**src/rtl/arinc_rx_pkg.sv**
```systemverilog
package arinc_rx_pkg;

    localparam int WORD_MAX = 32;
    localparam int HALF_W   = 16;
    localparam int CODE_POS = 8;

    typedef enum logic [1:0] {
        RAIL_NULL = 2'b00,
        RAIL_ZERO = 2'b01,
        RAIL_ONE  = 2'b10,
        RAIL_ERR  = 2'b11
    } rail_e;

    typedef struct packed {
        logic bit_stb;
        logic bit_val;
        logic gap_stb;
        logic err_stb;
    } sym_t;

    function automatic rail_e rail_decode(input logic a, input logic b);
        return rail_e'({a, b});
    endfunction

    function automatic logic even_ones(input logic [WORD_MAX-1:0] w);
        return ~(^w);
    endfunction

endpackage

```
**src/rtl/arinc_rx_tick.sv**
```systemverilog
module arinc_rx_tick #(
    parameter int HI_DIV = 1,
    parameter int LO_DIV = 8
) (
    input  logic clk,
    input  logic rst,
    input  logic rate_lo,
    output logic tick
);
    localparam int CW = $clog2(LO_DIV + HI_DIV + 1);

    logic [CW-1:0] cnt;
    logic [CW-1:0] limit;

    assign limit = rate_lo ? CW'(LO_DIV - 1) : CW'(HI_DIV - 1);
    assign tick  = (cnt == '0);

    always_ff @(posedge clk) begin
        if (rst) begin
            cnt <= '0;
        end else if (cnt >= limit) begin
            cnt <= '0;
        end else begin
            cnt <= cnt + 1'b1;
        end
    end
endmodule

```
**src/rtl/arinc_rx_bitdet.sv**
```systemverilog
module arinc_rx_bitdet
    import arinc_rx_pkg::*;
#(
    parameter int SPB     = 10,
    parameter int CONFIRM = 2
) (
    input  logic clk,
    input  logic rst,
    input  logic tick,
    input  logic rail_a,
    input  logic rail_b,
    output sym_t sym
);
    localparam int NW = $clog2(SPB + 1);
    localparam int PW = $clog2(CONFIRM + 1);

    rail_e         cur;
    logic          prev_null;
    logic          pend;
    logic          pend_one;
    logic [PW-1:0] pend_cnt;
    logic [NW-1:0] null_cnt;

    assign cur = rail_decode(rail_a, rail_b);

    always_ff @(posedge clk) begin
        if (rst) begin
            prev_null <= 1'b0;
            pend      <= 1'b0;
            pend_one  <= 1'b0;
            pend_cnt  <= '0;
            null_cnt  <= '0;
            sym       <= '0;
        end else begin
            sym <= '0;
            if (tick) begin
                prev_null <= (cur == RAIL_NULL);
                // idle tracking
                if (cur == RAIL_NULL) begin
                    if (null_cnt != NW'(SPB)) null_cnt <= null_cnt + 1'b1;
                    if (null_cnt == NW'(SPB - 1)) sym.gap_stb <= 1'b1;
                end else begin
                    null_cnt <= '0;
                end
                // bit start and confirmation
                if (cur == RAIL_ERR) begin
                    sym.err_stb <= 1'b1;
                    pend        <= 1'b0;
                end else if (pend) begin
                    if (pend_cnt == '0) begin
                        pend <= 1'b0;
                        if (cur == (pend_one ? RAIL_ONE : RAIL_ZERO)) begin
                            sym.bit_stb <= 1'b1;
                            sym.bit_val <= pend_one;
                        end
                    end else begin
                        pend_cnt <= pend_cnt - 1'b1;
                    end
                end else if (prev_null && cur != RAIL_NULL) begin
                    pend     <= 1'b1;
                    pend_one <= (cur == RAIL_ONE);
                    pend_cnt <= PW'(CONFIRM - 1);
                end
            end
        end
    end
endmodule

```
**src/rtl/arinc_rx_framer.sv**
```systemverilog
module arinc_rx_framer
    import arinc_rx_pkg::*;
#(
    parameter int SHORT_LEN = 25
) (
    input  logic                clk,
    input  logic                rst,
    input  logic                word25,
    input  sym_t                sym,
    output logic                word_stb,
    output logic [WORD_MAX-1:0] word
);
    localparam int LW = $clog2(WORD_MAX + 1);
    localparam int IW = $clog2(WORD_MAX);

    logic [LW-1:0]       cnt;
    logic [LW-1:0]       len;
    logic                armed;
    logic [WORD_MAX-1:0] shreg;

    assign len = word25 ? LW'(SHORT_LEN) : LW'(WORD_MAX);

    always_ff @(posedge clk) begin
        if (rst) begin
            cnt      <= '0;
            armed    <= 1'b0;
            shreg    <= '0;
            word_stb <= 1'b0;
            word     <= '0;
        end else begin
            word_stb <= 1'b0;
            if (sym.err_stb) begin
                cnt   <= '0;
                armed <= 1'b0;
            end else if (sym.gap_stb) begin
                if (armed && cnt == len) begin
                    word_stb <= 1'b1;
                    word     <= shreg;
                end
                cnt   <= '0;
                armed <= 1'b1;
            end else if (sym.bit_stb && armed) begin
                if (cnt == len) begin
                    cnt   <= '0;
                    armed <= 1'b0;
                end else begin
                    if (cnt == '0) begin
                        shreg <= {{(WORD_MAX-1){1'b0}}, sym.bit_val};
                    end else begin
                        shreg[cnt[IW-1:0]] <= sym.bit_val;
                    end
                    cnt <= cnt + 1'b1;
                end
            end
        end
    end
endmodule

```
**src/rtl/arinc_rx_hostbuf.sv**
```systemverilog
module arinc_rx_hostbuf
    import arinc_rx_pkg::*;
(
    input  logic                clk,
    input  logic                rst,
    input  logic                word_stb,
    input  logic [WORD_MAX-1:0] word,
    input  logic                filt_en,
    input  logic [1:0]          filt_code,
    input  logic                sel,
    input  logic                oe_n,
    output logic [WORD_MAX-1:0] out_word,
    output logic                dr_n
);
    logic [WORD_MAX-1:0] held;
    logic                held_v;
    logic                oe_q;
    logic                rd_lo;
    logic                rd_hi;
    logic                match;
    logic                oe_fall;
    logic                load;

    assign match   = !filt_en || (word[CODE_POS+1:CODE_POS] == filt_code);
    assign oe_fall = oe_q && !oe_n;
    assign load    = held_v && dr_n && oe_n;

    always_ff @(posedge clk) begin
        if (rst) begin
            held     <= '0;
            held_v   <= 1'b0;
            oe_q     <= 1'b1;
            rd_lo    <= 1'b0;
            rd_hi    <= 1'b0;
            out_word <= '0;
            dr_n     <= 1'b1;
        end else begin
            oe_q <= oe_n;
            if (load) begin
                out_word <= held;
                dr_n     <= 1'b0;
                rd_lo    <= 1'b0;
                rd_hi    <= 1'b0;
            end else if (oe_fall && !dr_n) begin
                if (sel ? rd_lo : rd_hi) begin
                    dr_n  <= 1'b1;
                    rd_lo <= 1'b0;
                    rd_hi <= 1'b0;
                end else if (sel) begin
                    rd_hi <= 1'b1;
                end else begin
                    rd_lo <= 1'b1;
                end
            end
            if (word_stb && match) begin
                held   <= word;
                held_v <= 1'b1;
            end else if (load) begin
                held_v <= 1'b0;
            end
        end
    end
endmodule

```
**src/rtl/arinc_rx_channel.sv**
```systemverilog
module arinc_rx_channel
    import arinc_rx_pkg::*;
#(
    parameter int HI_DIV          = 1,
    parameter int LO_DIV          = 8,
    parameter int SAMPLES_PER_BIT = 10,
    parameter int CONFIRM_TICKS   = 2,
    parameter int SHORT_LEN       = 25,
    parameter bit TEST_INVERT     = 1'b0
) (
    input  logic              clk,
    input  logic              rst,
    input  logic              rate_lo,
    input  logic              word25,
    input  logic              filt_en,
    input  logic [1:0]        filt_code,
    input  logic              self_test,
    input  logic              line_a,
    input  logic              line_b,
    input  logic              test_a,
    input  logic              test_b,
    input  logic              sel,
    input  logic              oe_n,
    output logic [HALF_W-1:0] data_out,
    output logic              data_drive,
    output logic              dr_n,
    output logic              parity_err
);
    logic                tick;
    logic                tst_a;
    logic                tst_b;
    logic                rail_a;
    logic                rail_b;
    sym_t                sym;
    logic                word_stb;
    logic [WORD_MAX-1:0] word;
    logic [WORD_MAX-1:0] out_word;

    generate
        if (TEST_INVERT) begin : g_swap
            assign tst_a = test_b;
            assign tst_b = test_a;
        end else begin : g_pass
            assign tst_a = test_a;
            assign tst_b = test_b;
        end
    endgenerate

    assign rail_a = self_test ? tst_a : line_a;
    assign rail_b = self_test ? tst_b : line_b;

    arinc_rx_tick #(
        .HI_DIV (HI_DIV),
        .LO_DIV (LO_DIV)
    ) u_tick (
        .clk     (clk),
        .rst     (rst),
        .rate_lo (rate_lo),
        .tick    (tick)
    );

    arinc_rx_bitdet #(
        .SPB     (SAMPLES_PER_BIT),
        .CONFIRM (CONFIRM_TICKS)
    ) u_bitdet (
        .clk    (clk),
        .rst    (rst),
        .tick   (tick),
        .rail_a (rail_a),
        .rail_b (rail_b),
        .sym    (sym)
    );

    arinc_rx_framer #(
        .SHORT_LEN (SHORT_LEN)
    ) u_framer (
        .clk      (clk),
        .rst      (rst),
        .word25   (word25),
        .sym      (sym),
        .word_stb (word_stb),
        .word     (word)
    );

    arinc_rx_hostbuf u_hostbuf (
        .clk       (clk),
        .rst       (rst),
        .word_stb  (word_stb),
        .word      (word),
        .filt_en   (filt_en),
        .filt_code (filt_code),
        .sel       (sel),
        .oe_n      (oe_n),
        .out_word  (out_word),
        .dr_n      (dr_n)
    );

    assign data_drive = !oe_n;
    assign data_out   = oe_n ? '0
                      : (sel ? out_word[WORD_MAX-1:HALF_W] : out_word[HALF_W-1:0]);
    assign parity_err = even_ones(out_word);
endmodule

```
**config.mk**
```make
export PLATFORM = sky130hd
export DESIGN_NAME = arinc_rx_channel
export DESIGN_NICKNAME = d
export VERILOG_FILES = /design/src/rtl/arinc_rx_pkg.sv /design/src/rtl/arinc_rx_tick.sv /design/src/rtl/arinc_rx_bitdet.sv /design/src/rtl/arinc_rx_framer.sv /design/src/rtl/arinc_rx_hostbuf.sv /design/src/rtl/arinc_rx_channel.sv
export SDC_FILE = /design/constraint.sdc
export NUM_CORES = 1
export LEC_CHECK = 0
export BUFFER_PORTS_ARGS = -buffer_cell sky130_fd_sc_hd__buf_2
export CORE_MARGIN = 2
export CORE_UTILIZATION = 45
export CTS_BUF_LIST = sky130_fd_sc_hd__clkbuf_8
export CTS_CLUSTER_SIZE = 10
export DETAILED_ROUTE_END_ITERATION = 7
export GPL_TIMING_DRIVEN = 1
export PLACE_DENSITY = 0.58
export SLEW_MARGIN = 20
export SYNTH_ARGS = -nofsm -noshare
export SYNTH_HDL_FRONTEND = slang
export SYNTH_SLANG_ARGS = --single-unit
```
**constraint.sdc**
```tcl
create_clock -name clk -period 2.8 [get_ports clk]
set_input_delay 0 -clock clk [delete_from_list [all_inputs] [get_ports clk]]
set_output_delay 0 -clock clk [all_outputs]
set_load 0.02 [all_outputs]
```
### Word level (Yosys, flattened, before mapping)

Cells that the tools add are included.

| word-level totals | value |
|---|---|
| register bits | 158 |
| bits of input ports | 14 |
| output and inout port bits | 19 |
| logic and storage cells | 131 |

| operators by class | value |
|---|---|
| $add $sub $neg | 4 |
| order comparisons | 3 |
| equal/unequal tests | 10 |
| multiplexer cells | 38 |
| bitwise logic cells | 10 |
| reductions and logical operators | 44 |

Operators by type and width:

| operator | count |
|---|---|
| bitwise mux 32 bit | 1 |
| two-way mux 16 bit | 2 |
| two-way mux 32 bit | 1 |
| XOR reduction 32 bit | 1 |
| two-way mux 1 bit | 23 |
| nonzero test 2 bit | 8 |
| two-way mux 6 bit | 2 |
| AND reduction 4 bit | 3 |
| two-way mux 2 bit | 5 |
| NOT 1 bit | 10 |
| AND reduction 2 bit | 5 |
| logical AND 1 bit | 9 |
| OR reduction 3 bit | 3 |
| adder 4 x 1 -> 4 bit (second input constant) | 2 |
| two-way mux 4 bit | 2 |
| OR reduction 2 bit | 4 |
| adder 6 x 1 -> 6 bit (second input constant) | 1 |
| == test 6 bit | 1 |
| logical NOT 6 bit | 1 |
| < comparator 5 x 6 -> 1 bit (second input constant) | 1 |
| OR reduction 6 bit | 1 |
| demux 1 bit (select 5 bit) | 1 |
| >= comparator 5 x 1 -> 1 bit (second input constant) | 1 |
| OR reduction 5 bit | 1 |
| other kinds (14) | 20 |

### Longest topological paths before layout

Gate-level depths: netlist (run 1).

| logic depth | value |
|---|---|
| depth after elaboration | 6 |
| gate-level depth with buffers | 9 |
| mapped depth without buffers | 7 |

### Modules after synthesis

Synthesis (run 1) repeated with hierarchy kept, for this count alone.

| unflattened totals | value |
|---|---|
| cell total of the unflattened synthesis | 863 |
| area total of the unflattened synthesis | 7594.8 µm² |

By module, submodules not included:

| module | instances | cells each | area each (µm²) | sequential area each (µm²) |
|---|---|---|---|---|
| arinc_rx_framer | 1 | 377 | 3465.8 | 1441.4 |
| arinc_rx_hostbuf | 1 | 318 | 2683.8 | 1381.3 |
| arinc_rx_bitdet | 1 | 74 | 673.1 | 260.2 |
| arinc_rx_channel | 1 | 70 | 535.5 | 0.0 |
| arinc_rx_tick | 1 | 24 | 236.5 | 80.1 |

### Least setup slack after synthesis (run 1)

Ideal clock, no wire load.

| timing path | value |
|---|---|
| kind | register -> register |
| start | register u_framer.cnt[0] |
| end | register u_framer.word[10] |
| library setup time | 0.128 ns |
| arrival | 1.628 ns |
| required time | 2.672 ns |
| path slack | 1.045 ns |
| stages on the path, launching flop included | 7 |
| buffers on the path | 1 |
| clock period less this slack | 1.755 ns |
| cells stage by stage | dfxtp_1 or4b_4 o22ai_4 nand3_2 buf_4 mux2i_1 nor2_1 |

| between the ends | value |
|---|---|
| longest elaborated chain between the ends | 3 |

Ends and longest elaborated chain:

| item | line | source |
|---|---|---|
| start, declared | arinc_rx_framer.sv:16 | `logic [LW-1:0] cnt;` |
| start signal, assigned | arinc_rx_framer.sv:52 | `cnt <= cnt + 1'b1;` |
| == test 6 bit | arinc_rx_framer.sv:36 | `if (armed && cnt == len) begin` |
| logical AND 1 bit | arinc_rx_framer.sv:36 |  |
| AND reduction 3 bit (no source line) | n/a |  |
| end signal, assigned | arinc_rx_framer.sv:38 | `word <= shreg;` |
| end, declared | arinc_rx_framer.sv:11 | `output logic [WORD_MAX-1:0] word` |

No other way between the ends.
A chain may end at the register's enable or synchronous reset.

### Worst setup path after layout (run 1)

| timing path | value |
|---|---|
| start | register u_framer.cnt[0] |
| end | register u_framer.shreg[26] |

| between the ends | value |
|---|---|
| longest elaborated chain between the ends | 6 |
| elaborated cells on any way between the ends | 11 |
| those cells by class | 2 x order compare; 1 x eq/ne; 4 x mux; 1 x bitwise; 3 x reduce/logical |

Ends and longest elaborated chain:

| item | line | source |
|---|---|---|
| < comparator 5 x 6 -> 1 bit (implied by the code) or >= comparator 5 x 1 -> 1 bit (tied branches) | arinc_rx_framer.sv:50 | `shreg[cnt[IW-1:0]] <= sym.bit_val;` |
| logical AND 1 bit (implied by the code) | arinc_rx_framer.sv:50 |  |
| two-way mux 1 bit (implied by the code) | arinc_rx_framer.sv:50 |  |
| demux 1 bit (select 5 bit) | n/a |  |
| bitwise mux 32 bit | arinc_rx_framer.sv:50 |  |
| two-way mux 32 bit | arinc_rx_framer.sv:47 | `if (cnt == '0) begin` |
| end signal, assigned | arinc_rx_framer.sv:48 | `shreg <= {{(WORD_MAX-1){1'b0}}, sym.bit_val};` |
| end signal, assigned by index | arinc_rx_framer.sv:50 |  |
| end, declared | arinc_rx_framer.sv:19 | `logic [WORD_MAX-1:0] shreg;` |

Parallel ways exist; a longest one is shown, timed or not.

==> impl_metrics.json, run 1 <==
{
  "syn_to_final_growth_pct": 11.1,
  "slew-limit-headroom_pct": 46.7,
  "regArea_sq_um": 3160,
  "grt_pass1_vias": 4941,
  "drt-total-wl_microns": 14800,
  "synth_ff_type": "dfxtp_1",
  "grt_max_degree": 81,
  "wl_met2_microns": 6720,
  "met1Wirelength_microns": 7230,
  "path_cells": "inv_1 -> ha_1 -> buf_4 -> nor2b_1 -> nand2_1 -> nand4_1 -> o22ai_1",
  "initial_utilization_pct": 45.6,
  "power_mw": 4.20,
  "synthArstFlopShare_pct": 0,
  "dpl.hpwl_microns": 9960,
  "end_kind": "register",
  "pwr-share-seq_pct": 54.1,
  "start_kind": "register",
  "rsz0062_at_grt": "false",
  "cts_tree": "yes",
  "fmax_mhz": 450,
  "cp_max_fo": 11,
  "path_class": "register to register",
  "synth_cells": 767,
  "min_path_type": "input port to register",
  "synth_warnings": 0,
  "syn-num-nets": 794,
  "rows": 45,
  "drt_iter0_drc": 367,
  "worstSkewPairLatency_ps": 450,
  "syn-cell-area_sq_um": 6880,
  "crit_family": "simple AND/OR/NAND/NOR gates",
  "status": "completed",
  "track_usage_pct": 18.9,
  "worstRegToRegCells": 7,
  "synth-seq-cells": 158,
  "final_cell_mix": "158 x dfxtp_1, 96 x nor2_1, 83 x nand2_1",
  "required_ps": 3170,
  "nNetsFinal": 816,
  "seq_area_frac_synth_pct": 46.0,
  "cp_slowest_stage_delay_ps": 450,
  "worst_pin_slew_ps": 799,
  "hold_end": "u_hostbuf.oe_q",
  "detail-route-antenna-nets": 0,
  "setup_tns_ps": 0,
  "cts_buffers": 17,
  "final-setup-viol-count": 0,
  "slowest_stage": "nand4_1",
  "p_clk_share_pct": 41.4,
  "drtPass1Iterations": 5,
  "r2r_end": "u_framer.shreg[26]",
  "h-tree-depth": 4,
  "syn_area_per_cell_sq_um": 8.97,
  "cap_violations": 0,
  "reg2reg_from": "u_framer.cnt[0]",
  "crit_cells": 7,
  "p_int_mw": 3.28,
  "synthDistinctLibCells": 51,
  "grt-ovfl-total": 0,
  "io_pins": 33,
  "multi_input_area_sq_um": 3430,
  "mostFrequentLayoutCell": "dfxtp_1",
  "core_area_sq_um": 15100,
  "maxUsedRoutingLayer": "met4",
  "pwr_density_cell_nw_per_um2": 549,
  "route.met3.wl_microns": 503,
  "fin_skew_ps": 11.4,
  "portBuffers": 32,
  "gp_congestion": 0.854,
  "leakage_nw": 3.28,
  "synth_edf_count": 0,
  "fillCellCount": 1456,
  "drc": 0,
  "grt_pass1_wl_microns": 24600,
  "die_h_microns": 128,
  "switching_power_mw": 0.925,
  "vdd_drop_max_v": 0.000295,
  "path_clk_slew_ps": 80,
  "swShare_pct": 22.0,
  "hold_depth": 2,
  "min_period_ps": 2220,
  "die_x_microns": 128,
  "diodes": 0,
  "min-delay-start": "oe_n",
  "maxSlewViolCount": 0,
  "clkSinkCount": 158,
  "hold_viol_final": 0,
  "power_frac_comb_pct": 4.5,
  "ctsRootBufferMaster": "clkbuf_8",
  "ctsResizeCount": 0,
  "regToRegSetupSlack_ps": 580,
  "vias": 5219,
  "clockBufferDepth": 2,
  "crit_buf_inv": 2,
  "layout-drive-gt1-share_pct": 10.8,
  "arrival_ps": 2590,
  "dieArea_sq_um": 16300,
  "min_period_over_period_pct": 79.4,
  "antenna_found_initial": 0,
  "viasPerCell": 5.29,
  "wl_per_cell_microns": 15.0
}
==> sequential cells by signal, indices dropped and copies added, names as in the netlist, 2 cells and up <==
name and flops:
u_framer.cnt 6, u_tick.cnt 4, u_framer.word 32, u_bitdet.null_cnt 4
u_bitdet.pend_cnt 2, u_hostbuf.held 32, u_bitdet.sym 4, u_framer.shreg 32
u_hostbuf.out_word 32
==> cells by family (layout without fill, tap and decap cells) <==
logic type / count (synthesis) / count (layout) / share of synthesized area [%]
AND/OR/NAND/NOR: 254 / 254 / 17.1
multiplexers: 83 / 83 / 12.3
XOR/XNOR: 39 / 39 / 4.96
buffers and inverters: 69 / 101 / 4.22
adder cells (fa/ha/maj): 13 / 13 / 2.36
AO/OA/AOI/OAI: 151 / 151 / 13.1
flip-flops: 158 / 158 / 46.0
==> worst register-to-register path, delay by kind of cell (launching register included) <==
kind / cells / cell delay, ps
and+or+nand+nor: 3 / 860
DFF: 1 / 430
buffers and inverters: 2 / 320
AOI/OAI and AO/OA: 1 / 310
adders and majority gates: 1 / 220
==> synthesized netlist by cell type, drive strengths merged, types with 2 or more instances <==
cell type  number  area share (%)
or3             5            0.45
nand2          84             4.6
nor3b           5            0.55
nand4           5            0.89
or2             2            0.18
xor2            7            0.89
a21oi          74             5.4
nor3            9            0.65
nor2b           7            0.64
or4b            2            0.35
o22ai          26             2.6
and3            5            0.45
o32ai           7             1.2
nand2b         12             1.1
o21ai          32             2.3
mux2i          81              12
o211a           3            0.44
a211oi          2            0.22
inv            21             1.1
and3b           2            0.25
and2            2            0.18
dfxtp         158              46
clkbuf         33             1.8
nand3b          3            0.33
ha             13             2.4
xnor2          32             4.1
nand3          12            0.95
buf            15             1.3
nor2           96             5.2
==> worst max-delay path by stage <==
stage,from,end,slack (ps)
2_1_floorplan,u_framer.cnt[0],u_framer.word[10],1040
3_3_place_gp,u_framer.cnt[0],u_framer.shreg[26],700
3_5_place_dp,u_framer.cnt[0],u_framer.shreg[26],590
4_1_cts,u_framer.cnt[0],u_framer.shreg[6],550
5_1_grt,u_framer.cnt[0],u_framer.shreg[10],350
6_report,u_framer.cnt[0],u_framer.shreg[26],580
==> per-stage QoR <==
step | instance area (sq um) | setup WS (ps) | hold slack, ps | util (%) | std cells
floorplan | 6880 | 1040 | 81.5 | - | 767
global placement | 7140 | 703 | 333 | 47.3 | 949
detailed placement | 7140 | 592 | 320 | 47.3 | 949
CTS | 7640 | 553 | 10.3 | 50.7 | 987
global route | 7640 | 354 | 31.5 | 50.7 | 987
finish | 7640 | 577 | 50.3 | 50.7 | 987
==> layout make-up <==
type / count / share of cell area (%)
Multi-Input combinational cell: 540 / 44.9
Tap cell: 188 / 3.08
Inverter: 21 / 1.03
Clock buffer: 24 / 4.32
Sequential cell: 158 / 41.4
Clock inverter: 5 / 1.05
Timing Repair Buffer: 51 / 4.29
==> metal layers <==
metal  GRT usage [%]  vias to the layer above
met4            8.02                        0
met1            24.3                     2423
met2            30.0                       86
met3            5.05                       27
met5               0                        -
li1                -                     2683
==> power by group through the flow <==
stage / Sequential (mW) / Combinational (mW) / Clock, mW
final: 2.27 / 0.190 / 1.74
after global routing: 2.27 / 0.213 / 1.88
after CTS: 2.27 / 0.189 / 1.79
after detailed placement: 2.32 / 0.178 / 0
after global placement: 2.32 / 0.168 / 0
after floorplan: 2.32 / 0.133 / 0
==> repair_timing <==
item	4_1_cts	5_1_grt
hold buffers	9	0
endpoints found under the hold margin	6	0
setup buffers	0	0
Note: power is estimated with default switching activity, not from simulation.
==> run 2: changes to the inputs <==
--- a/config.mk
+++ b/config.mk
@@ -5,6 +5,7 @@
 export SDC_FILE = /design/constraint.sdc
 export NUM_CORES = 1
 export LEC_CHECK = 0
+export ABC_AREA = 1
 export BUFFER_PORTS_ARGS = -buffer_cell sky130_fd_sc_hd__buf_2
 export CORE_MARGIN = 2
 export CORE_UTILIZATION = 45
@@ -12,7 +13,7 @@
 export CTS_CLUSTER_SIZE = 10
 export DETAILED_ROUTE_END_ITERATION = 7
 export GPL_TIMING_DRIVEN = 1
-export PLACE_DENSITY = 0.58
+export PLACE_DENSITY = 0.61
 export SLEW_MARGIN = 20
 export SYNTH_ARGS = -nofsm -noshare
 export SYNTH_HDL_FRONTEND = slang
==> constraint.sdc (replaced) <==
create_clock -name clk -period 1.94 [get_ports clk]
set_input_delay 0 -clock clk [delete_from_list [all_inputs] [get_ports clk]]
set_output_delay 0 -clock clk [all_outputs]
set_load 0.02 [all_outputs]
==> impl_metrics.json, run 2 <==
{
  "status": "completed",
  "path_clk_slew_ps": 100,
  "crit_path_start": "u_hostbuf.out_word[18]",
  "min_period_over_period_pct": 90.6,
  "wl_per_cell_microns": 13.0,
  "final-setup-viol-count": 0,
  "initial_utilization_pct": 46.3,
  "start_kind": "register",
  "cp_max_fo": 3,
  "required_ps": 1940,
  "cts_buffers": 17,
  "drc": 0,
  "drtPass1Iterations": 5,
  "synth_most_common_cell": "nand2_1",
  "synthArstFlopShare_pct": 0,
  "synth-seq-cells": 158,
  "grt_pass1_vias": 6286,
  "maxSlewViolCount": 0,
  "cap_violations": 0,
  "io_pins": 33,
  "hold_viol_final": 0,
  "synthTopCellsByArea": "dfxtp_1 41%, nand2_1 15%, a21oi_1 8.0%, o21ai_0 7.5%, nor2_1 6.1%",
  "h-tree-depth": 4,
  "diodes": 0,
  "min_period_ps": 1760,
  "fin_skew_ps": 13.2,
  "die_x_microns": 135,
  "ctsRootBufferMaster": "clkbuf_8",
  "reg2reg_from": "u_framer.cnt[0]",
  "vdd_drop_max_v": 0.000430,
  "crit_end": "parity_err",
  "seq_area_frac_synth_pct": 41.0,
  "path_class": "register to primary output",
  "synth_ff_type": "dfxtp_1",
  "synthTopCellsByCount": "298 x nand2_1, 158 x dfxtp_1, 125 x nor2_1",
  "fmax_mhz": 569,
  "rsz0062_at_grt": "false",
  "slew-limit-headroom_pct": 51.1,
  "min_path_type": "input port to register",
  "r2r_end": "u_framer.shreg[22]",
  "viasPerCell": 5.14,
  "grt-ovfl-total": 0,
  "p_clk_share_pct": 39.3,
  "layout-drive-gt1-share_pct": 11.4,
  "die_h_microns": 135,
  "swShare_pct": 26.6,
  "synth.largest_area_cell": "dfxtp_1",
  "track_usage_pct": 20.7,
  "arrival_ps": 1760,
  "dieArea_sq_um": 18200,
  "leakage_nw": 3.35,
  "synthDistinctLibCells": 31,
  "placed_cell_area_sq_um": 8070,
  "syn-cell-area_sq_um": 7710,
  "drt-total-wl_microns": 18100,
  "dpl.hpwl_microns": 12300,
  "synth_warnings": 0,
  "switching_power_mw": 1.62,
  "synth_top_area_share_pct": 41.0,
  "rows": 47,
  "synth_edf_count": 0,
  "syn_area_per_cell_sq_um": 6.75,
  "syn_to_final_growth_pct": 10.6,
  "regToRegSetupSlack_ps": 290,
  "fin_area_sq_um": 8530,
  "worstSkewPairLatency_ps": 460,
  "grt_max_degree": 68,
  "p_int_mw": 4.46,
  "synth_cells": 1143,
  "portBuffers": 32,
  "core_area_sq_um": 16600,
  "dp_slack_ps": 309,
  "syn-num-nets": 1170,
  "gp_congestion": 0.862,
  "vias": 7115,
  "worstRegToRegCells": 10,
  "antenna_found_initial": 0,
  "pwr-share-seq_pct": 54.4,
  "detail-route-antenna-nets": 0,
  "setup_ws_ps": 183,
  "end_kind": "primary output",
  "power_frac_comb_pct": 6.4,
  "clkSinkCount": 158,
  "final_cell_mix": "296 x nand2_1, 139 x dfxtp_1, 123 x a21oi_1, 123 x nor2_1, 115 x o21ai_0",
  "grt_pass1_wl_microns": 30800,
  "power_mw": 6.08,
  "setup_tns_ps": 0,
  "pwr_density_cell_nw_per_um2": 712,
  "drt_iter0_drc": 656,
  "clockBufferDepth": 2,
  "mostFrequentLayoutCell": "nand2_1",
  "cts_tree": "yes",
  "nNetsFinal": 1179,
  "worst_pin_slew_ps": 733
}
==> run 2: cell count changes after synthesis, moves of 10 or more <==
cell / delta
mux2i_1: -81
buf_2: +13
nand2b_1: -12
a21oi_1: +50
nor2_1: +29
nand2_1: +214
xnor2_1: -27
nand4_1: +67
nand3_1: +40
clkbuf_1: +10
inv_1: +64
o22ai_1: -25
o21ai_0: +84
==> run 2: worst max-delay path, stage by stage, from the launching register on <==
cell and delay [ps]:
dfxtp_1 320, inv_1 80, nand2_1 50, nand2_1 100, inv_1 70, nand2_1 50
nand2_1 70, nand2_1 80, nand2_1 70, nand2_1 80, nand2_1 50, nand2_1 60
nand2_1 50, buf_4 150
==> run 2: cells by family (layout without fill, tap and decap cells) <==
group / Yosys count / count (layout) / synth area share, %
buf+inv: 160 / 182 / 8.63
xor+xnor: 11 / 11 / 1.25
flops: 158 / 158 / 41.0
fa+ha+maj: 13 / 13 / 2.11
compound gates: 244 / 244 / 16.1
simple gates: 557 / 557 / 30.9
==> run 2: final cells by class <==
type	count	area, sq um
multi-input combinational	825	3890
timing repair buffer	60	455
tap	220	275
clock inverter	14	133
sequential	158	3190
fill	1725	8110
inverter	90	339
clock buffer	18	248
==> run 2: how the worst min path moves through the flow <==
| stage | start | endpoint | slack (ps) | cells past startpoint |
|---|---|---|---|---|
| floorplan | self_test | u_bitdet.pend_one | 310 | 3 |
| global placement | oe_n | u_hostbuf.oe_q | 280 | 3 |
| detailed placement | oe_n | u_hostbuf.oe_q | 280 | 3 |
| CTS | self_test | u_bitdet.sym[0] | 5 | 4 |
| global route | self_test | u_bitdet.sym[0] | 50 | 4 |
| finish | self_test | u_bitdet.sym[0] | 30 | 4 |
==> run 2: through the flow <==
step / hold WS [ps] / std cells / util, %
global placement: 277 / 1348 / 48.5
global route: 52.2 / 1385 / 51.3
CTS: 5.13 / 1383 / 51.0
finish: 27.2 / 1385 / 51.3
detailed placement: 277 / 1348 / 48.5
floorplan: 311 / 1143 / -
==> run 2: power groups by stage <==
stage | sequential (mW) | combinational (mW) | clock, mW
floorplan | 3.37 | 0.285 | 0
global placement | 3.38 | 0.378 | 0
detailed placement | 3.38 | 0.381 | 0
CTS | 3.31 | 0.388 | 2.45
global route | 3.31 | 0.446 | 2.60
finish | 3.30 | 0.387 | 2.39
==> run 2: repair_timing <==
item / in CTS / in global routing
hold buffers: 3 / 0
setup endpoints to repair: 0 / 1
gates resized for setup: 0 / 32
setup buffers: 0 / 2
hold endpoints to repair: 10 / 0
==> run 2: per-layer routing <==
| metal | share of wire (%) | global-route usage [%] | vias up | wire length [microns] |
|---|---|---|---|---|
| met4 | 1.2 | 5.61 | 0 | 210 |
| li1 | - | - | 3785 | - |
| met3 | 3.5 | 4.47 | 20 | 638 |
| met1 | 51 | 29.4 | 3185 | 9140 |
| met5 | 0 | 0 | - | 0 |
| met2 | 45 | 31.9 | 125 | 8070 |
